--- src/rtl/hsr_pkg.sv ---
package hsr_pkg;
  // strobes from control to the queue datapath
  typedef struct packed {
    logic load;
    logic pop;
    logic rotate;
  } qCmd_t;
endpackage

--- src/rtl/hsr_queue.sv ---
module hsr_queue
  import hsr_pkg::*;
#(
  parameter int NB = 4
) (
  input  logic                       clk,
  input  logic                       rstN,
  input  qCmd_t                      cmd,
  input  logic [NB-1:0]              reqIn,
  input  logic [NB-1:0]              reqOut,
  output logic [$clog2(NB):0]        headId,
  output logic                       headValid
);
  localparam int BW    = $clog2(NB);
  localparam int IDW   = BW + 1;
  localparam int SLOTS = 2 * NB;
  localparam int CW    = $clog2(SLOTS + 1);

  logic [IDW-1:0] slot     [SLOTS];
  logic [IDW-1:0] loadList [SLOTS];
  logic [CW-1:0]  cnt;
  logic [CW-1:0]  loadCnt;

  // entry id = {bus, dir}; dir 1 = outbound
  always_comb begin
    int fill;
    fill = 0;
    for (int k = 0; k < SLOTS; k++) loadList[k] = '0;
    for (int k = 0; k < SLOTS; k++) begin
      int  bus;
      int  dir;
      logic act;
      bus = NB - 1 - (k / 2);
      dir = k % 2;
      act = (dir == 1) ? reqOut[bus] : reqIn[bus];
      if (act) begin
        loadList[fill] = IDW'(bus * 2 + dir);
        fill++;
      end
    end
    loadCnt = CW'(fill);
  end

  always_ff @(posedge clk) begin
    if (!rstN) begin
      cnt <= '0;
      for (int i = 0; i < SLOTS; i++) slot[i] <= '0;
    end else if (cmd.load) begin
      cnt <= loadCnt;
      for (int i = 0; i < SLOTS; i++) slot[i] <= loadList[i];
    end else if (cmd.pop || cmd.rotate) begin
      for (int i = 0; i < SLOTS - 1; i++) slot[i] <= slot[i+1];
      slot[SLOTS-1] <= '0;
      if (cmd.rotate) slot[int'(cnt) - 1] <= slot[0];
      if (cmd.pop) cnt <= cnt - 1'b1;
    end
  end

  assign headId    = slot[0];
  assign headValid = (cnt != '0);
endmodule

--- src/rtl/hsr_watchdog.sv ---
module hsr_watchdog #(
  parameter int WD_PRESET = 8,
  parameter int ESC_COUNT = 3
) (
  input  logic clk,
  input  logic rstN,
  input  logic cpuClkLead,
  input  logic busy,
  output logic carry,
  output logic escalate
);
  localparam int WDW = $clog2(WD_PRESET + 1);
  localparam int EW  = $clog2(ESC_COUNT + 1);

  logic [WDW-1:0] wdCnt;
  logic [EW-1:0]  escCnt;

  assign carry    = busy && !cpuClkLead && (wdCnt == WDW'(1));
  assign escalate = carry && (escCnt == EW'(ESC_COUNT - 1));

  always_ff @(posedge clk) begin
    if (!rstN) begin
      wdCnt  <= WDW'(WD_PRESET);
      escCnt <= '0;
    end else if (cpuClkLead) begin
      wdCnt  <= WDW'(WD_PRESET);
      escCnt <= '0;
    end else if (busy) begin
      if (carry) begin
        wdCnt  <= WDW'(WD_PRESET);
        escCnt <= escalate ? '0 : escCnt + 1'b1;
      end else begin
        wdCnt <= wdCnt - 1'b1;
      end
    end
  end
endmodule

--- src/rtl/hsr_ctrl.sv ---
module hsr_ctrl
  import hsr_pkg::*;
#(
  parameter int NB = 4
) (
  input  logic [$clog2(NB):0] headId,
  input  logic                headValid,
  input  logic [NB-1:0]       reqIn,
  input  logic [NB-1:0]       reqOut,
  input  logic [NB-1:0]       ackIn,
  input  logic                refreshPend,
  input  logic                altNode,
  input  logic                carry,
  input  logic                escalate,
  output qCmd_t               cmd,
  output logic [NB-1:0]       svcSel,
  output logic [NB-1:0]       ackOut,
  output logic                reorder,
  output logic                irq,
  output logic [NB-1:0]       isoSet
);
  localparam int BW = $clog2(NB);

  logic [BW-1:0] headBus;
  logic          headOut;

  assign headBus = headId[BW:1];
  assign headOut = headId[0];

  always_comb begin
    cmd     = '0;
    svcSel  = '0;
    ackOut  = '0;
    reorder = 1'b0;
    irq     = 1'b0;
    isoSet  = '0;
    if (!headValid) begin
      cmd.load = 1'b1;
    end else if (escalate) begin
      irq     = 1'b1;
      cmd.pop = 1'b1;
      if (headOut) isoSet[headBus] = 1'b1;
    end else if (carry && altNode) begin
      reorder    = 1'b1;
      cmd.rotate = 1'b1;
    end else if (headOut) begin
      if (!reqOut[headBus]) begin
        cmd.pop = 1'b1;
      end else begin
        svcSel[headBus] = 1'b1;
        if (ackIn[headBus]) cmd.pop = 1'b1;
        else                cmd.rotate = 1'b1;
      end
    end else begin
      if (!reqIn[headBus]) begin
        cmd.pop = 1'b1;
      end else if (refreshPend) begin
        cmd.rotate = 1'b1;
      end else begin
        ackOut[headBus] = 1'b1;
        cmd.pop         = 1'b1;
      end
    end
  end
endmodule

--- src/rtl/hs_resolver.sv ---
module hs_resolver
  import hsr_pkg::*;
#(
  parameter int NB        = 4,
  parameter int WD_PRESET = 8,
  parameter int ESC_COUNT = 3
) (
  input  logic          clk,
  input  logic          rstN,
  input  logic [NB-1:0] reqOut,
  input  logic [NB-1:0] reqIn,
  input  logic [NB-1:0] ackIn,
  input  logic          refreshPend,
  input  logic          cpuClkLead,
  input  logic          altNode,
  output logic [NB-1:0] svcSel,
  output logic [NB-1:0] ackOut,
  output logic          reorder,
  output logic          irq,
  output logic [NB-1:0] isoSet
);
  localparam int IDW = $clog2(NB) + 1;

  qCmd_t          cmd;
  logic [IDW-1:0] headId;
  logic           headValid;
  logic           carry;
  logic           escalate;

  hsr_queue #(.NB(NB)) u_queue (
    .clk(clk), .rstN(rstN), .cmd(cmd), .reqIn(reqIn), .reqOut(reqOut),
    .headId(headId), .headValid(headValid)
  );

  hsr_watchdog #(.WD_PRESET(WD_PRESET), .ESC_COUNT(ESC_COUNT)) u_wd (
    .clk(clk), .rstN(rstN), .cpuClkLead(cpuClkLead), .busy(headValid),
    .carry(carry), .escalate(escalate)
  );

  hsr_ctrl #(.NB(NB)) u_ctrl (
    .headId(headId), .headValid(headValid), .reqIn(reqIn), .reqOut(reqOut),
    .ackIn(ackIn), .refreshPend(refreshPend), .altNode(altNode),
    .carry(carry), .escalate(escalate), .cmd(cmd), .svcSel(svcSel),
    .ackOut(ackOut), .reorder(reorder), .irq(irq), .isoSet(isoSet)
  );
endmodule

--- config.mk ---
export PLATFORM = sky130hd
export DESIGN_NAME = hs_resolver
export DESIGN_NICKNAME = d
export VERILOG_FILES = /design/src/rtl/hsr_pkg.sv /design/src/rtl/hsr_queue.sv /design/src/rtl/hsr_watchdog.sv /design/src/rtl/hsr_ctrl.sv /design/src/rtl/hs_resolver.sv
export SDC_FILE = /design/constraint.sdc
export NUM_CORES = 1
export LEC_CHECK = 0
export ABC_CLOCK_PERIOD_IN_PS = 9000
export BUFFER_PORTS_ARGS = -buffer_cell sky130_fd_sc_hd__buf_4
export CORE_MARGIN = 5
export CORE_UTILIZATION = 40
export DETAILED_ROUTE_END_ITERATION = 7
export SYNTH_ARGS = -nofsm -noshare
export SYNTH_HDL_FRONTEND = slang
export SYNTH_HIERARCHICAL = 1
export SYNTH_SLANG_ARGS = --single-unit
--- constraint.sdc ---
create_clock -name clk -period 9 [get_ports clk]
set_input_delay 0.9 -clock clk [delete_from_list [all_inputs] [get_ports clk]]
set_output_delay 0.9 -clock clk [all_outputs]
set_load 0.05 [all_outputs]
==> report_table.html <==
<table>
<tr><th>Metric</th><th>Value</th></tr>
<tr><th colspan="2">Yosys</th></tr>
<tr><td>Cell count after synthesis</td><td>432</td></tr>
<tr><td>Post-synthesis cell type with the largest combined area</td><td>sky130_fd_sc_hd__edfxtp_1</td></tr>
<tr><td>Syn Area/Cell</td><td>8.27 sq um</td></tr>
<tr><td>Area share of the leading cell type in the synthesized netlist</td><td>20.2%</td></tr>
<tr><td>Sequential-to-total area share from yosys stat</td><td>25.8%</td></tr>
<tr><td>Number of synthesized register bits</td><td>34</td></tr>
<tr><td>Number of flops mapped to enable cells by yosys</td><td>24</td></tr>
<tr><td>Main area contributors after synthesis</td><td>sky130_fd_sc_hd__edfxtp_1 20%, sky130_fd_sc_hd__nand2_1 5.8%, sky130_fd_sc_hd__dfxtp_1 5.6%</td></tr>
<tr><td>Count of different cell masters after synthesis</td><td>80</td></tr>
<tr><td>Most common cell in the netlist</td><td>sky130_fd_sc_hd__nand2_1</td></tr>
<tr><td>Dominant synthesized flop cell</td><td>sky130_fd_sc_hd__edfxtp_1</td></tr>
<tr><td>Synthesized cell area</td><td>0.00357 sq mm</td></tr>
<tr><td>Yosys Warn Count</td><td>6</td></tr>
<tr><td>Mapped Nets</td><td>about 460</td></tr>
<tr><td>Top cells by count, synth</td><td>55 x sky130_fd_sc_hd__nand2_1, 52 x sky130_fd_sc_hd__nor2_1, 24 x sky130_fd_sc_hd__a21oi_1, 24 x sky130_fd_sc_hd__edfxtp_1, 17 x sky130_fd_sc_hd__inv_1</td></tr>
<tr><td>Fraction of registers with async set/reset</td><td>0%</td></tr>
<tr><th colspan="2">Global routing</th></tr>
<tr><td>First-pass GRT wire length</td><td>17200 um</td></tr>
<tr><td>Initial antenna violation count</td><td>0</td></tr>
<tr><td>Via count of the first global-routing pass</td><td>3244</td></tr>
<tr><td>Overall fraction of global-route tracks in use</td><td>19.1%</td></tr>
<tr><td>Maximum number of pins on one net before global-route repair</td><td>23</td></tr>
<tr><td>Total congestion overflow after global routing</td><td>0</td></tr>
<tr><th colspan="2">Worst setup path</th></tr>
<tr><td>Type of the setup path with the least slack</td><td>input port to register</td></tr>
<tr><td>Category of the worst setup path launch point</td><td>input port</td></tr>
<tr><td>Data required time of the worst path</td><td>9.04 ns</td></tr>
<tr><td>Worst R2R Path Depth</td><td>14</td></tr>
<tr><td>Worst-path maximum fanout</td><td>12</td></tr>
<tr><td>CP Capture Type</td><td>register</td></tr>
<tr><td>Arrival @ worst endpoint</td><td>5.86 ns</td></tr>
<tr><td>Reg2reg setup slack</td><td>4.74 ns</td></tr>
<tr><th colspan="2">Clocking</th></tr>
<tr><td>Number of sinks driven by the clock tree</td><td>34</td></tr>
<tr><td>TritonCTS clock tree</td><td>yes</td></tr>
<tr><td>Number of buffers between clock root and the deepest sink</td><td>2</td></tr>
<tr><td>Hold buffers post-CTS</td><td>0</td></tr>
<tr><td>Buffers inserted by post-CTS timing repair</td><td>0</td></tr>
<tr><td>Inserted Clock Buffers</td><td>5</td></tr>
<tr><td>Clk slew on worst S/H paths</td><td>0.07 ns</td></tr>
<tr><td>Worst-skew pair later-pin latency</td><td>0.28 ns</td></tr>
<tr><td>Root buffer selected by CTS</td><td>sky130_fd_sc_hd__clkbuf_8</td></tr>
<tr><td>Resized cells post-CTS</td><td>0</td></tr>
<tr><td>CTS H-tree depth</td><td>2</td></tr>
<tr><th colspan="2">Power</th></tr>
<tr><td>Part of the power in combinational logic</td><td>between 50% and 60%</td></tr>
<tr><td>Portion of total power attributed to sequential cells</td><td>30.4%</td></tr>
<tr><td>Part of the power in the clock network</td><td>11.6%</td></tr>
<tr><td>Internal</td><td>0.000482 W</td></tr>
<tr><td>Worst voltage drop across the vdd grid</td><td>around 110 uV</td></tr>
<tr><td>Leakage power</td><td>1.52 nW</td></tr>
<tr><td>Switching power as a share of total power</td><td>48.9%</td></tr>
<tr><td>Sw Pwr</td><td>approximately 0.00046 W</td></tr>
<tr><td>Power density over the cells</td><td>239 mW/mm^2</td></tr>
<tr><th colspan="2">Layout</th></tr>
<tr><td>Core occupancy in the finished layout</td><td>a little under half</td></tr>
<tr><td>Proportion of layout cells with a drive suffix above 1</td><td>14.6%</td></tr>
<tr><td>ANT cells</td><td>0</td></tr>
<tr><td>Area taken by multi-input logic gates</td><td>0.00250 sq mm</td></tr>
<tr><td>Storage element area</td><td>921 sq um</td></tr>
<tr><td>Final-stage net count</td><td>just under 500</td></tr>
<tr><td>Fillers</td><td>828</td></tr>
<tr><td>Area added between synthesis and finish</td><td>10.2%</td></tr>
<tr><th colspan="2">Die</th></tr>
<tr><td>Total core area</td><td>slightly below 0.009 sq mm</td></tr>
<tr><td>Die Outline Area</td><td>0.0109 sq mm</td></tr>
<tr><td>Number of ports placed on the die boundary</td><td>31</td></tr>
<tr><td>Starting density of the core</td><td>about two fifths</td></tr>
<tr><td>Die span in y</td><td>approximately 100 um</td></tr>
<tr><td>Die Width</td><td>105 um</td></tr>
<tr><td>Row count</td><td>34</td></tr>
<tr><th colspan="2">Place</th></tr>
<tr><td>DP Wirelength</td><td>8160 um</td></tr>
<tr><td>GP Congestion</td><td>0.936</td></tr>
<tr><td>DP Worst Slack</td><td>2.91 ns</td></tr>
<tr><td>Input/output buffers</td><td>30</td></tr>
<tr><th colspan="2">Timing</th></tr>
<tr><td>Count of final max-slew check failures</td><td>0</td></tr>
<tr><td>Worst setup margin</td><td>3.18 ns</td></tr>
<tr><td>Setup-violating endpoint count in the final report</td><td>0</td></tr>
<tr><td>Unrepaired setup endpoints after global routing</td><td>no</td></tr>
<tr><td>Worst slew margin relative to its limit</td><td>40.6%</td></tr>
<tr><td>Final critical-path share of the clock period</td><td>64.7%</td></tr>
<tr><td>Worst Skew</td><td>a little over 0.008 ns</td></tr>
<tr><td>Total negative slack</td><td>0 ns</td></tr>
<tr><td>Highest clock frequency the design can meet</td><td>~170 MHz</td></tr>
<tr><td>Final hold violations</td><td>0</td></tr>
<tr><td>Slew at the pin closest to its max-slew limit</td><td>0.891 ns</td></tr>
<tr><td>Post-layout min period</td><td>around 5.8 ns</td></tr>
<tr><th colspan="2">Detailed routing</th></tr>
<tr><td>Via density per instance</td><td>6.16</td></tr>
<tr><td>Iteration count of the initial detailed-routing pass</td><td>6</td></tr>
<tr><td>Count of vias placed by the detailed router</td><td>3458</td></tr>
<tr><td>Starting DRC count in detailed routing</td><td>about 350</td></tr>
<tr><td>Antenna-violating nets left</td><td>0</td></tr>
<tr><td>Total DRC errors in the routed layout</td><td>0</td></tr>
<tr><td>Wire per inst</td><td>18.9 um</td></tr>
<tr><td>Wirelength, routed</td><td>around 11000 um</td></tr>
<tr><th colspan="2">Min path</th></tr>
<tr><td>Hold path depth</td><td>2</td></tr>
<tr><td>Worst hold-check path type</td><td>register to register</td></tr>
<tr><th colspan="2">Outcome</th></tr>
<tr><td>Run status</td><td>finished, final reports clean</td></tr>
<tr><th colspan="2">Flow run</th></tr>
<tr><td>Max-cap violation count</td><td>0</td></tr>
</table>
==> final timing paths <==
path	from	to
min	u_wd/wdCnt[1]	u_wd/wdCnt[1]
max reg2reg	u_queue/cnt[0]	u_queue/slot[6][2]
max	reqIn[2]	u_queue/slot[3][2]
min reg2reg	u_wd/wdCnt[1]	u_wd/wdCnt[1]
==> placed cells by master, fill, tap and decap left out, types with 11 or more instances in the layout <==
cell,instances
sky130_fd_sc_hd__ha_1,14
sky130_fd_sc_hd__a21oi_1,24
sky130_fd_sc_hd__nor3_1,14
sky130_fd_sc_hd__nor2_1,52
sky130_fd_sc_hd__nand2_1,55
sky130_fd_sc_hd__xnor2_1,11
sky130_fd_sc_hd__nand3_1,12
sky130_fd_sc_hd__edfxtp_1,24
sky130_fd_sc_hd__inv_1,17
sky130_fd_sc_hd__o21ai_0,15
sky130_fd_sc_hd__buf_4,31
sky130_fd_sc_hd__a31oi_1,11
==> metal layers <==
layer | wire length, um | GRT usage, % | vias to the layer above
met1 | 4630 | 25.9 | 1619
met2 | 4910 | 30.3 | 164
met4 | 251 | 6.01 | 0
li1 | - | - | 1657
met5 | 0 | 0 | -
met3 | 829 | 4.41 | 18
==> per-stage QoR <==
step                      total power [W]  hold slack [ns]  cell area, sq um  instances
after floorplan                  0.000690            0.469              3570        432
after global placement           0.000825            0.491              3860        553
after detailed placement         0.000826            0.493              3860        553
after CTS                        0.000937            0.504              3940        561
after global routing              0.00101            0.535              3940        561
final                            0.000942            0.507              3940        561
==> registers in the layout (all words and copies together), names as in the netlist <==
signal	flops
u_wd/escCnt	2
u_queue/cnt	4
u_wd/wdCnt	4
u_queue/slot	24
==> power groups by stage <==
| stage | combinational, W | clock (W) | sequential (W) |
|---|---|---|---|
| after floorplan | 0.000431 | 0 | 0.000260 |
| after global placement | 0.000536 | 0 | 0.000289 |
| after detailed placement | 0.000536 | 0 | 0.000290 |
| after CTS | 0.000539 | 0.000112 | 0.000287 |
| after global routing | 0.000599 | 0.000119 | 0.000293 |
| final | 0.000547 | 0.000109 | 0.000286 |
==> layout make-up <==
type,count,share of cell area [%]
multi-input cells,362,63.5
flip-flops and latches,34,23.4
repair buffers,31,5.91
well taps,108,3.43
clock buffers,7,1.94
inverters,18,1.72
clock inverters,1,0.0953
==> cell families after synthesis <==
kind of cell    share of synthesized area [%]
xor+xnor                                 8.61
mux                                      3.85
buf+inv                                  4.38
fa+ha+maj                                5.46
flops                                    25.8
simple gates                             28.7
compound gates                           23.2
==> worst max-delay path, cell delays in order <==
cell                       delay (ns)
sky130_fd_sc_hd__buf_4           0.16
sky130_fd_sc_hd__fa_1            0.63
sky130_fd_sc_hd__or3_1           0.42
sky130_fd_sc_hd__a31oi_1         0.37
sky130_fd_sc_hd__ha_1            0.34
sky130_fd_sc_hd__nand2b_1        0.17
sky130_fd_sc_hd__o21ai_1         0.23
sky130_fd_sc_hd__inv_2           0.15
sky130_fd_sc_hd__ha_1            0.32
sky130_fd_sc_hd__mux2i_1         0.30
sky130_fd_sc_hd__or2_2           0.21
sky130_fd_sc_hd__inv_1           0.13
sky130_fd_sc_hd__ha_1            0.31
sky130_fd_sc_hd__nand2_1         0.06
sky130_fd_sc_hd__o31ai_2         0.16
sky130_fd_sc_hd__nand2_1         0.17
sky130_fd_sc_hd__nor4_2          0.41
sky130_fd_sc_hd__o31ai_1         0.14
sky130_fd_sc_hd__mux2_2          0.27
No activity file was read; power rests on OpenSTA's default activity.
